[config.mk]
export PLATFORM = sky130hd
export DESIGN_NAME = half_to_single
export DESIGN_NICKNAME = d
export VERILOG_FILES = /design/src/rtl/half_to_single.sv
export SDC_FILE = /design/constraint.sdc
export NUM_CORES = 1
export LEC_CHECK = 0
export BUFFER_PORTS_ARGS = -buffer_cell sky130_fd_sc_hd__buf_2
export CAP_MARGIN = 20
export CORE_MARGIN = 10
export CORE_UTILIZATION = 45
export DETAILED_ROUTE_END_ITERATION = 8
export PLACE_DENSITY = 0.75
export SLEW_MARGIN = 20
export SYNTH_ARGS = -nofsm -noshare
export SYNTH_HDL_FRONTEND = slang
export SYNTH_SLANG_ARGS = --single-unit
[constraint.sdc]
create_clock -name clk -period 2.39 [get_ports clk]
set_input_delay 0.1195 -clock clk [delete_from_list [all_inputs] [get_ports clk]]
set_output_delay 0.1195 -clock clk [all_outputs]
set_load 0.05 [all_outputs]
[src/rtl/half_to_single.sv]
module half_to_single #(
  parameter bit OUT_REG = 1'b1
) (
  input  logic        clk,
  input  logic        rst_n,
  input  logic        in_valid,
  input  logic [15:0] half_in,
  output logic        out_valid,
  output logic [31:0] single_out
);
  localparam int HEXP = 5;
  localparam int HFRC = 10;
  localparam int SEXP = 8;
  localparam int SFRC = 23;
  localparam int PAD  = SFRC - HFRC;
  localparam int BIAS_GAP = 127 - 15;
  localparam int SUB_BASE = BIAS_GAP - HFRC + 1;

  logic            sgn;
  logic [HEXP-1:0] hexp;
  logic [HFRC-1:0] hfrc;
  assign {sgn, hexp, hfrc} = half_in;

  logic            is_top, is_low;
  assign is_top = &hexp;
  assign is_low = (hexp == '0);

  logic [3:0]      lead_pos;
  always_comb begin
    lead_pos = '0;
    for (int i = 0; i < HFRC; i++)
      if (hfrc[i]) lead_pos = 4'(i);
  end

  logic [3:0]      norm_sh;
  logic [HFRC-1:0] sub_frc;
  assign norm_sh = 4'(HFRC) - lead_pos;
  assign sub_frc = HFRC'(hfrc << norm_sh);

  logic [SEXP-1:0] oexp;
  logic [HFRC-1:0] ofrc;
  always_comb begin
    if (is_top) begin
      oexp = '1;
      ofrc = hfrc;
    end else if (is_low && hfrc == '0) begin
      oexp = '0;
      ofrc = '0;
    end else if (is_low) begin
      oexp = SEXP'(SUB_BASE) + SEXP'(lead_pos);
      ofrc = sub_frc;
    end else begin
      oexp = SEXP'(hexp) + SEXP'(BIAS_GAP);
      ofrc = hfrc;
    end
  end

  logic [31:0] wide;
  assign wide = {sgn, oexp, ofrc, {PAD{1'b0}}};

  generate
    if (OUT_REG) begin : g_reg
      always_ff @(posedge clk or negedge rst_n) begin
        if (!rst_n) begin
          out_valid  <= 1'b0;
          single_out <= '0;
        end else begin
          out_valid <= in_valid;
          if (in_valid) single_out <= wide;
        end
      end
    end else begin : g_comb
      assign out_valid  = in_valid;
      assign single_out = wide;
    end
  endgenerate
endmodule

==> results of run 1 <==
## final timing paths
path	slack (ns)	cells past startpoint	endpoint	from
max	0.30	10	single_out[22]	half_in[3]
min	0.09	2	single_out[31]	half_in[15]
max reg2reg	1.40	4	single_out[21]	single_out[21]
min reg2reg	0.51	1	single_out[31]	single_out[31]
max in group asynchronous	1.77	2	single_out[20]	rst_n
min in group asynchronous	0.33	2	single_out[29]	rst_n
## sequential cells by signal, summed over array words and instances, names as in the netlist
signal      count
out_valid       1
single_out     18
## cell usage after synthesis, types with 2 or more instances
library cell | instances | share of area [%]
sky130_fd_sc_hd__buf_4 | 15 | 6.7
sky130_fd_sc_hd__o211ai_1 | 6 | 2.7
sky130_fd_sc_hd__or3_1 | 2 | 0.74
sky130_fd_sc_hd__nand3_1 | 5 | 1.5
sky130_fd_sc_hd__and3_1 | 2 | 0.74
sky130_fd_sc_hd__nor3_1 | 4 | 1.2
sky130_fd_sc_hd__a211o_1 | 2 | 1.0
sky130_fd_sc_hd__buf_6 | 2 | 1.3
sky130_fd_sc_hd__inv_1 | 11 | 2.4
sky130_fd_sc_hd__mux2_2 | 4 | 2.7
sky130_fd_sc_hd__dfrtp_1 | 19 | 28
sky130_fd_sc_hd__o21a_1 | 2 | 0.89
sky130_fd_sc_hd__buf_2 | 2 | 0.59
sky130_fd_sc_hd__clkbuf_1 | 11 | 2.4
sky130_fd_sc_hd__nand4_1 | 3 | 1.1
sky130_fd_sc_hd__a21oi_1 | 12 | 3.5
sky130_fd_sc_hd__ha_1 | 2 | 1.5
sky130_fd_sc_hd__mux2i_1 | 5 | 3.0
sky130_fd_sc_hd__o22ai_1 | 3 | 1.1
sky130_fd_sc_hd__nand2_1 | 14 | 3.1
sky130_fd_sc_hd__a31oi_1 | 10 | 3.7
sky130_fd_sc_hd__o31ai_1 | 3 | 1.3
sky130_fd_sc_hd__a211oi_1 | 4 | 1.8
sky130_fd_sc_hd__nor2b_1 | 5 | 1.8
sky130_fd_sc_hd__o21ai_0 | 11 | 3.3
sky130_fd_sc_hd__nand2b_1 | 4 | 1.5
sky130_fd_sc_hd__nor4_1 | 2 | 0.74
sky130_fd_sc_hd__nor2_1 | 22 | 4.9
## power by group through the flow
stage,clock network [mW],registers [mW],logic [mW]
floorplan,0,0.497,0.256
global placement,0,0.376,0.480
detailed placement,0,0.377,0.484
CTS,0.230,0.371,0.486
global route,0.241,0.377,0.527
finish,0.223,0.371,0.490
## layout make-up
type / instances / area, um^2
Clock inverter: 1 / 5.00
Fill cell: 354 / 1690
Inverter: 12 / 45.0
Timing Repair Buffer: 54 / 313
Clock buffer: 3 / 41.3
Tap cell: 48 / 60.1
Multi-Input combinational cell: 162 / 1030
Sequential cell: 19 / 475
## per-stage QoR
stage / instances / total power [mW] / setup WS, ns / cell area, um^2 / hold slack (ns)
floorplan: 223 / 0.753 / 0.0856 / 1740 / -0.176
global placement: 294 / 0.856 / 0.0634 / 1910 / 0.0785
detailed placement: 294 / 0.861 / 0.0112 / 1910 / 0.0774
CTS: 299 / 1.09 / 0.286 / 1970 / 0.0833
global route: 299 / 1.14 / 0.0705 / 1970 / 0.0880
finish: 299 / 1.08 / 0.302 / 1970 / 0.0853
## logic make-up after synthesis
logic type | after synthesis | synth area share (%)
simple gates | 70 | 20.9
compound gates | 64 | 26.1
buf+inv | 42 | 13.7
flops | 19 | 28.1
mux | 11 | 8.50
fa+ha+maj | 2 | 1.48
xor+xnor | 2 | 1.03
other cells | 1 | 0.222
## cells in the final DEF, fill, tap and decap left out, drive strengths merged, types with 3 or more instances in the layout
master   n
buf     53
nor2    22
dfrtp   19
nand2   16
conb    13
a21oi   12
inv     12
o21ai   11
a31oi   10
o211ai   7
nor2b    5
nand3    5
mux2i    5
nand2b   4
nor3     4
mux2     4
a211oi   4
o31ai    3
o22ai    3
nand4    3
clkbuf   3
nor4     3
## layer usage
metal / GRT usage, % / vias up / part of all wire, %
met3: 3.09 / 13 / 10
met4: 7.96 / 0 / 2.3
met1: 18.3 / 818 / 39
li1: - / 825 / -
met5: 0 / - / 0
met2: 25.9 / 102 / 49
## timing repair
action / CTS / global route
resized for setup: 0 / 1
hold buffers: 1 / 0
hold endpoints to repair: 19 / 0
endpoints found under the setup margin: 0 / 2
==> impl_metrics.toml, run 1 <==
[setup_path]
worst_ep_arrival_time_ns = 2.22
critical-path-top-delay-family = "compound AO/OA/AOI/OAI gates"
critical-path-max-stage-delay_ns = 0.47
critical_path_required_ns = 2.52
crit_path_max_fanout = 12
timing.critical_path.to_type = "register"
critPathBufInv = 1
setup.worst_path.start_class = "input port"
timing.critical_path.cells = "buf_2 > nor2_1 > o31ai_1 > nand2_1 > ha_2 > mux2_2 > nand3_1 > o211ai_1 > o21ai_0 > a311oi_1"
cpMaxStageDelayCell = "sky130_fd_sc_hd__ha_2"
timing.setup.critical_path_class = "input port to register"

[timing]
finalMaxSlewViolations = 0
fin_crit_sh_pct = 87.4
post-route-min-period_ns = 2.09
setup_tns_ns = 0
timing.final.hold_violations = 0
timing.final.setup_violations = 0
fmaxAchievable_mhz = 479
grt_setup_unrepaired = "no"
clock-skew-final_ns = 0

[yosys]
ys_warn_count = 0
synth.lib_cells_used.distinct = 52
synth_sequential_area_ratio_pct = 28.1
postSynth.asyncResetShare_pct = 100
synth_area_um2 = 1690
synthesis.instances = 211
post_synth.cell_area_avg_um2 = 8.02
dominantRegCellSynth = "sky130_fd_sc_hd__dfrtp_1"
register_bit_count_reported_by_yosys = 19
synth_enable_flop_cells = 0

[global_route]
pin_count_of_the_biggest_net_entering_global_routing = 22
gr-usage-all-layers_pct = 15.5
globalRoute.totalOverflow = 0
number_of_global_route_vias_before_repair = 1665
antenna_found_initial = 0
grt_pass1_wl_mm = 8.17

[pwr]
internal_power_mw = 0.611
power.combinational.fraction_pct = 45.2
power.share.switching_pct = 43.6
vdd_ir_drop_max_mv = 0.229
cell_area_power_density_nw_per_um2 = 549
share_seq_of_total_power_pct = 34.2
leakage_nw = 0.906
p_clk_share_pct = 20.6
net-switching-power_mw = 0.473

[die]
die_h_um = 81.3
floorplan.die.width_um = 81.3
pin_count = 52
row_count = 22
core_um2 = 3660
initial_utilization_pct = 46.2
design.die.area_um2 = 6620

[final_layout]
post_route_cells_drive_above_1_share_pct = 28.7
utilization_pct = 53.9
num-nets-final = 273
area.growth.synth_to_final_pct = 16.6
antenna-diode-count = 0

[clocking]
worst_setup_hold_path_clk_slew_ns = 0.07
cts_tree = "built"
numClockSinks = 19
post_cts_setup_buffers = 0
tritoncts.num_buffers = 3
root_buffer = "sky130_fd_sc_hd__clkbuf_8"
cts.htree.levels = 1
worst_skew_pair.late_latency_ns = 0.26
clock_path_buffers = 2

[detailed_routing]
remaining_drc_errors = 0
routed_via_count = 1758
drtAntennaViolNets = 0
drt-total-wl_mm = 4.92
via_per_inst = 5.88
detail_route.iter0.violations = 207
detail_route.wl_per_cell_um = 16.5
drt_pre_antenna_iters = 5

[placed_design]
dp.final_hpwl_mm = 3.82
globalplace.congestion = 0.939
placement.io_buffers = 38

[status]
status = "finished, final reports clean"

[worst_hold_path]
hold_path.class = "input port to register"

[run]
maxCapViolations = 0
No activity file was read; power rests on OpenSTA's default activity.
==> inputs of run 2 (changes only) <==
- ABC_AREA: default -> 1
- PLACE_DENSITY: 0.75 -> 0.77
- REMOVE_ABC_BUFFERS: default -> 1
- clock period: 2.39 -> 2.2 ns (I/O delays scaled with it)
==> run 2 against run 1 <==
Cell count is 6.4% higher. Routed wire length fell by 15%. Synthesized cell count increased by 10%. Non-clock buffer count down 9. Clock power fell by 20%. Sequential share of layout area up 2.8 points. Final area decreased by 11%. Combinational power down 4.1%. Critical path type unchanged. Largest cell class unchanged. Highest routed layer unchanged.
==> impl_metrics.toml, run 2 <==
[die]
core_um2 = 3340
initial_utilization_pct = 46.3
row_count = 21
design.die.area_um2 = 6180
floorplan.die.width_um = 78.6
die_h_um = 78.6
pin_count = 52

[final_layout]
num-nets-final = 294
largest_register_ffs = 18
area.growth.synth_to_final_pct = 14.2
commonest_non_fill_non_tap_cells_in_the_layout = "66 x sky130_fd_sc_hd__nand2_1, 38 x sky130_fd_sc_hd__buf_2, 27 x sky130_fd_sc_hd__nand3_1, 19 x sky130_fd_sc_hd__inv_1, 19 x sky130_fd_sc_hd__dfrtp_1"
fill_cells = 371
reg_top3 = "single_out: 18 flops, out_valid: 1 flops"
antenna-diode-count = 0
multi_input_area_um2 = 861
utilization_pct = 52.9
registers.top_by_ff_count = "single_out"
seqCellArea_um2 = 475
post_route_cells_drive_above_1_share_pct = 25.7
layout_commonest_cell = "sky130_fd_sc_hd__nand2_1"

[timing]
grt_setup_unrepaired = "no"
maxSlewHeadroom_pct = 56.2
timing.final.hold_violations = 0
fin_crit_sh_pct = 77.8
setup_tns_ns = 0
finalMaxSlewViolations = 0
tightestPinTransition_ns = 0.656
clock-skew-final_ns = 0
final_critical_path_setup_slack_ns = 0.488
post-route-min-period_ns = 1.71
hold_slack_ns = 0.0691
fmaxAchievable_mhz = 584
timing.final.setup_violations = 0

[setup_path]
timing.critical_path.cells = "buf_2 > inv_1 > nand2_1 > nand2_1 > nand2_1 > nand2_2 > nand2_4 > nand2_4 > inv_1 > ha_1 > xor2_2 > inv_2 > nand2_1 > inv_2 > nand3_1 > nand3_1 > o211ai_1 > nand2_1"
timing.critical_path.to_type = "register"
path_depth_of_the_worst_reg2reg_path = 2
reg2reg_setup_slack_ns = 1.53
critical-path-max-stage-delay_ns = 0.26
critPathBufInv = 5
critical_path.reg2reg.startpoint = "single_out[30]"
worst_ep_arrival_time_ns = 1.90
cp-endpoint = "single_out[19]"
timing.setup.critical_path_class = "input port to register"
critical-path-top-delay-family = "simple AND/OR/NAND/NOR gates"
setup.worst_path.start_class = "input port"
timing.critical_path.depth = 18
crit_top_cell = "sky130_fd_sc_hd__nand2_1"
critical_path_required_ns = 2.39
crit_path_max_fanout = 8
cpMaxStageDelayCell = "sky130_fd_sc_hd__xor2_2"
regToRegEndpoint = "single_out[30]"
crit_path_start = "half_in[3]"

[clocking]
worst_skew_pair.late_latency_ns = 0.30
cts.htree.levels = 1
worst_setup_hold_path_clk_slew_ns = 0.10
cts.hold.buffers_added = 2
numClockSinks = 19
ctsResizeCount = 0
cts_tree = "built"
tritoncts.num_buffers = 3
post_cts_setup_buffers = 0
root_buffer = "sky130_fd_sc_hd__clkbuf_4"
clock_path_buffers = 2

[detailed_routing]
met2WireLength_mm = 1.90
remaining_drc_errors = 0
wl_met3_um = 382
detail_route.wl_per_cell_um = 13.1
drt-total-wl_mm = 4.16
drt_pre_antenna_iters = 4
wl_met1_mm = 1.82
dr.max_layer_used = "met4"
via_per_inst = 4.93
drtAntennaViolNets = 0
routed_via_count = 1567
detail_route.iter0.violations = 143

[yosys]
synth.lib_cells_used.distinct = 25
dominantRegCellSynth = "sky130_fd_sc_hd__dfrtp_1"
post_synth.cell_area_avg_um2 = 6.64
register_bit_count_reported_by_yosys = 19
synth_sequential_area_ratio_pct = 30.7
post-synth-top-count-cell = "sky130_fd_sc_hd__nand2_1"
synth.top_cells.by_area = "sky130_fd_sc_hd__dfrtp_1 31%, sky130_fd_sc_hd__nand2_1 16%, sky130_fd_sc_hd__nand3_1 8.7%, sky130_fd_sc_hd__buf_4 6.8%, sky130_fd_sc_hd__inv_1 4.6%"
synth_largest_area_cell = "sky130_fd_sc_hd__dfrtp_1"
synth_top_cells_by_count = "66 x sky130_fd_sc_hd__nand2_1, 27 x sky130_fd_sc_hd__nand3_1, 19 x sky130_fd_sc_hd__dfrtp_1, 19 x sky130_fd_sc_hd__inv_1, 15 x sky130_fd_sc_hd__nor2_1"
synthesis.instances = 233
synth_enable_flop_cells = 0
postSynth.asyncResetShare_pct = 100
post-synth-top-area-fraction_pct = 30.7
ys_warn_count = 0
synth_area_um2 = 1550

[global_route]
grt_pass1_wl_mm = 7.13
gr-usage-all-layers_pct = 13.9
globalRoute.totalOverflow = 0
pin_count_of_the_biggest_net_entering_global_routing = 24
number_of_global_route_vias_before_repair = 1574
antenna_found_initial = 0

[placed_design]
globalplace.congestion = 0.941
dp.final_hpwl_mm = 3.40
placement.io_buffers = 38
dp_worst_setup_slack_ns = 0.175

[run]
maxCapViolations = 0

[pwr]
power.total_mw = 1.04
cell_area_power_density_nw_per_um2 = 592
vdd_ir_drop_max_mv = 0.366
leakage_nw = 0.972

[worst_hold_path]
hold_path.class = "input port to register"

[status]
status = "finished, final reports clean"
-- run 2: cell types whose count changed in the layout (fill, tap and decap cells not counted), sizes merged, moves of 5 or more --
cell / before / now
nor2: 22 / 17
inv: 12 / 26
mux2i: 5 / 0
nand3: 5 / 29
nand2: 16 / 78
a31oi: 10 / 2
buf: 53 / 43
nor2b: 5 / 0
-- run 2: worst min path at each step --
stage	depth (start not counted)	to	from
floorplan	0	out_valid	rst_n
global placement	1	single_out[16]	rst_n
detailed placement	1	single_out[18]	rst_n
CTS	1	out_valid	in_valid
global route	1	out_valid	in_valid
finish	1	out_valid	in_valid
-- run 2: routing by layer --
metal,GRT usage (%),vias up
li1,-,799
met1,15.8,695
met3,5.69,9
met4,3.94,0
met2,23.3,64
met5,0,-
-- run 2: cell families after synthesis --
logic type / after synthesis / synth area share, %
DFF: 19 / 30.7
buffers and inverters: 48 / 16.5
AOI/OAI and AO/OA: 32 / 11.7
and+or+nand+nor: 130 / 38.2
other: 1 / 0.242
xor gates and xnor gates: 1 / 1.05
adders and majority gates: 2 / 1.62
-- run 2: final cells by class --
type,count,share of cell area [%]
timing repair buffer,45,14.0
sequential,19,26.9
tap,46,3.26
inverter,26,5.53
multi-input combinational,178,48.8
clock buffer,4,1.49
-- run 2: power by group --
part	switching [mW]	total, mW	internal [mW]	leakage, nW
Clock	0.108	0.178	0.0708	0.0150
Sequential	0.0151	0.396	0.381	0.227
Combinational	0.355	0.470	0.115	0.729
-- run 2: through the flow --
| step | instances | cell area [um^2] |
|---|---|---|
| final | 318 | 1770 |
| after detailed placement | 312 | 1720 |
| after global placement | 312 | 1720 |
| after CTS | 318 | 1770 |
| after global routing | 318 | 1770 |
| after floorplan | 223 | 1430 |
==> inputs of run 3 (changes only) <==
- clock period: 2.2 -> 1.7 ns (I/O delays scaled with it)
==> run 3 against run 2 <==
Routed wire length is 7.0% higher. Hold slack worse by 0.042 ns. Power is 35% higher. Final area is 7.9% higher. Clock skew stayed put. Non-clock buffer count is 18 higher. Largest power group unchanged. Clock-buffer cell count is 1 lower.
==> impl_metrics.toml, run 3 (synthesis gave the netlist of run 2 again) <==
[pwr]
power.total_mw = 1.41
leakage_nw = 1.06
cell_area_power_density_nw_per_um2 = 742
vdd_ir_drop_max_mv = 0.422

[detailed_routing]
drtAntennaViolNets = 0
drt-total-wl_mm = 4.45
routed_via_count = 1634
via_per_inst = 4.86
remaining_drc_errors = 0
drt_pre_antenna_iters = 4
detail_route.iter0.violations = 196
detail_route.wl_per_cell_um = 13.2

[final_layout]
post_route_cells_drive_above_1_share_pct = 31.0
num-nets-final = 312
antenna-diode-count = 0
largest_register_ffs = 18
area.growth.synth_to_final_pct = 23.1
registers.top_by_ff_count = "single_out"
utilization_pct = 57.1
reg_top3 = "single_out: 18 flops, out_valid: 1 flops"
layout_commonest_cell = "sky130_fd_sc_hd__nand2_1"
commonest_non_fill_non_tap_cells_in_the_layout = "66 x sky130_fd_sc_hd__nand2_1, 38 x sky130_fd_sc_hd__buf_2, 27 x sky130_fd_sc_hd__nand3_1, 23 x sky130_fd_sc_hd__buf_4"

[setup_path]
worst_ep_arrival_time_ns = 1.81
timing.setup.critical_path_class = "input port to register"
crit_path_max_fanout = 5
setup.worst_path.start_class = "input port"
timing.critical_path.to_type = "register"
critical_path_required_ns = 1.96

[clocking]
post_cts_setup_buffers = 0
clock_path_buffers = 2
cts_tree = "built"
worst_skew_pair.late_latency_ns = 0.31
numClockSinks = 19
root_buffer = "sky130_fd_sc_hd__clkbuf_4"
tritoncts.num_buffers = 3
worst_setup_hold_path_clk_slew_ns = 0.12
cts.htree.levels = 1

[die]
pin_count = 52
initial_utilization_pct = 46.3
die_h_um = 78.6
row_count = 21
design.die.area_um2 = 6180
core_um2 = 3340
floorplan.die.width_um = 78.6

[global_route]
number_of_global_route_vias_before_repair = 1651
grt_pass1_wl_mm = 7.47
antenna_found_initial = 0
gr-usage-all-layers_pct = 14.6
globalRoute.totalOverflow = 0
pin_count_of_the_biggest_net_entering_global_routing = 21

[timing]
timing.final.hold_violations = 0
fin_crit_sh_pct = 91.0
hold_slack_ns = 0.0268
timing.final.setup_violations = 0
clock-skew-final_ns = 0
final_critical_path_setup_slack_ns = 0.153
finalMaxSlewViolations = 0
post-route-min-period_ns = 1.55
fmaxAchievable_mhz = 646
setup_tns_ns = 0
grt_setup_unrepaired = "no"

[placed_design]
dp_worst_setup_slack_ns = -0.182
placement.io_buffers = 38
dp.final_hpwl_mm = 3.69
globalplace.congestion = 0.935

[run]
maxCapViolations = 0

[status]
status = "finished, final reports clean"

[worst_hold_path]
hold_path.class = "input port to register"
==> run 3: cell count changes in the layout (fill, tap and decap cells not counted), sizes merged <==
| cell | change |
|---|---|
| clkbuf | -1 |
| buf | +18 |
| clkinv | +1 |
==> run 3: path summary, 6_finish.rpt <==
path	startpoint	endpoint	slack [ns]	cells after the start
max	half_in[2]	single_out[21]	0.15	19
min	in_valid	out_valid	0.03	1
max reg2reg	single_out[29]	single_out[29]	1.04	2
min reg2reg	single_out[31]	single_out[31]	0.48	2
max in group asynchronous	rst_n	single_out[19]	1.15	2
min in group asynchronous	rst_n	single_out[18]	0.24	2
==> run 3: power by group <==
group | leakage, nW | internal [mW] | total (mW) | switching, mW
clock | 0.0177 | 0.0880 | 0.244 | 0.156
sequential | 0.227 | 0.493 | 0.514 | 0.0213
combinational | 0.817 | 0.185 | 0.654 | 0.469
total | 1.06 | 0.766 | 1.41 | 0.646
==> run 3: layout make-up <==
class / instances / area [um^2]
inverter: 26 / 97.6
clock buffer: 3 / 22.5
clock inverter: 1 / 5.00
multi-input combinational: 178 / 863
tap: 46 / 57.6
sequential: 19 / 475
timing repair buffer: 63 / 383
fill: 352 / 1430
==> run 3: worst max-delay path: stages <==
cell and delay (ns):
sky130_fd_sc_hd__buf_2 0.12, sky130_fd_sc_hd__inv_2 0.06, sky130_fd_sc_hd__nand2_1 0.04, sky130_fd_sc_hd__nand2_1 0.08, sky130_fd_sc_hd__nand2_1 0.06, sky130_fd_sc_hd__nand2_1 0.06
sky130_fd_sc_hd__nand2_2 0.06, sky130_fd_sc_hd__nand2_4 0.07, sky130_fd_sc_hd__nand2_4 0.06, sky130_fd_sc_hd__ha_1 0.33, sky130_fd_sc_hd__inv_1 0.08, sky130_fd_sc_hd__buf_4 0.15
sky130_fd_sc_hd__a21oi_1 0.12, sky130_fd_sc_hd__nor2_1 0.06, sky130_fd_sc_hd__nand2_1 0.08, sky130_fd_sc_hd__nand3_1 0.08, sky130_fd_sc_hd__nand2_1 0.06, sky130_fd_sc_hd__nand3_1 0.07
sky130_fd_sc_hd__nand2_1 0.07
==> run 3: metrics by stage <==
step                      std cells  instance area (um^2)
after floorplan                 223                  1430
after CTS                       336                  1900
after global routing            336                  1900
final                           336                  1900
after global placement          330                  1850
after detailed placement        330                  1850
==> run 3: layer usage <==
layer | share of wire (%) | track usage (%)
met1 | 44 | 17.3
met2 | 45 | 24.1
met3 | 9.0 | 5.69
met4 | 1.8 | 3.76
met5 | 0 | 0
==> run 3: repair_timing <==
item                                    in CTS  in global routing
hold buffers                                 2                  0
gates resized for setup                      0                  1
endpoints found under the hold margin       20                  0
endpoints found under the setup margin       0                  2
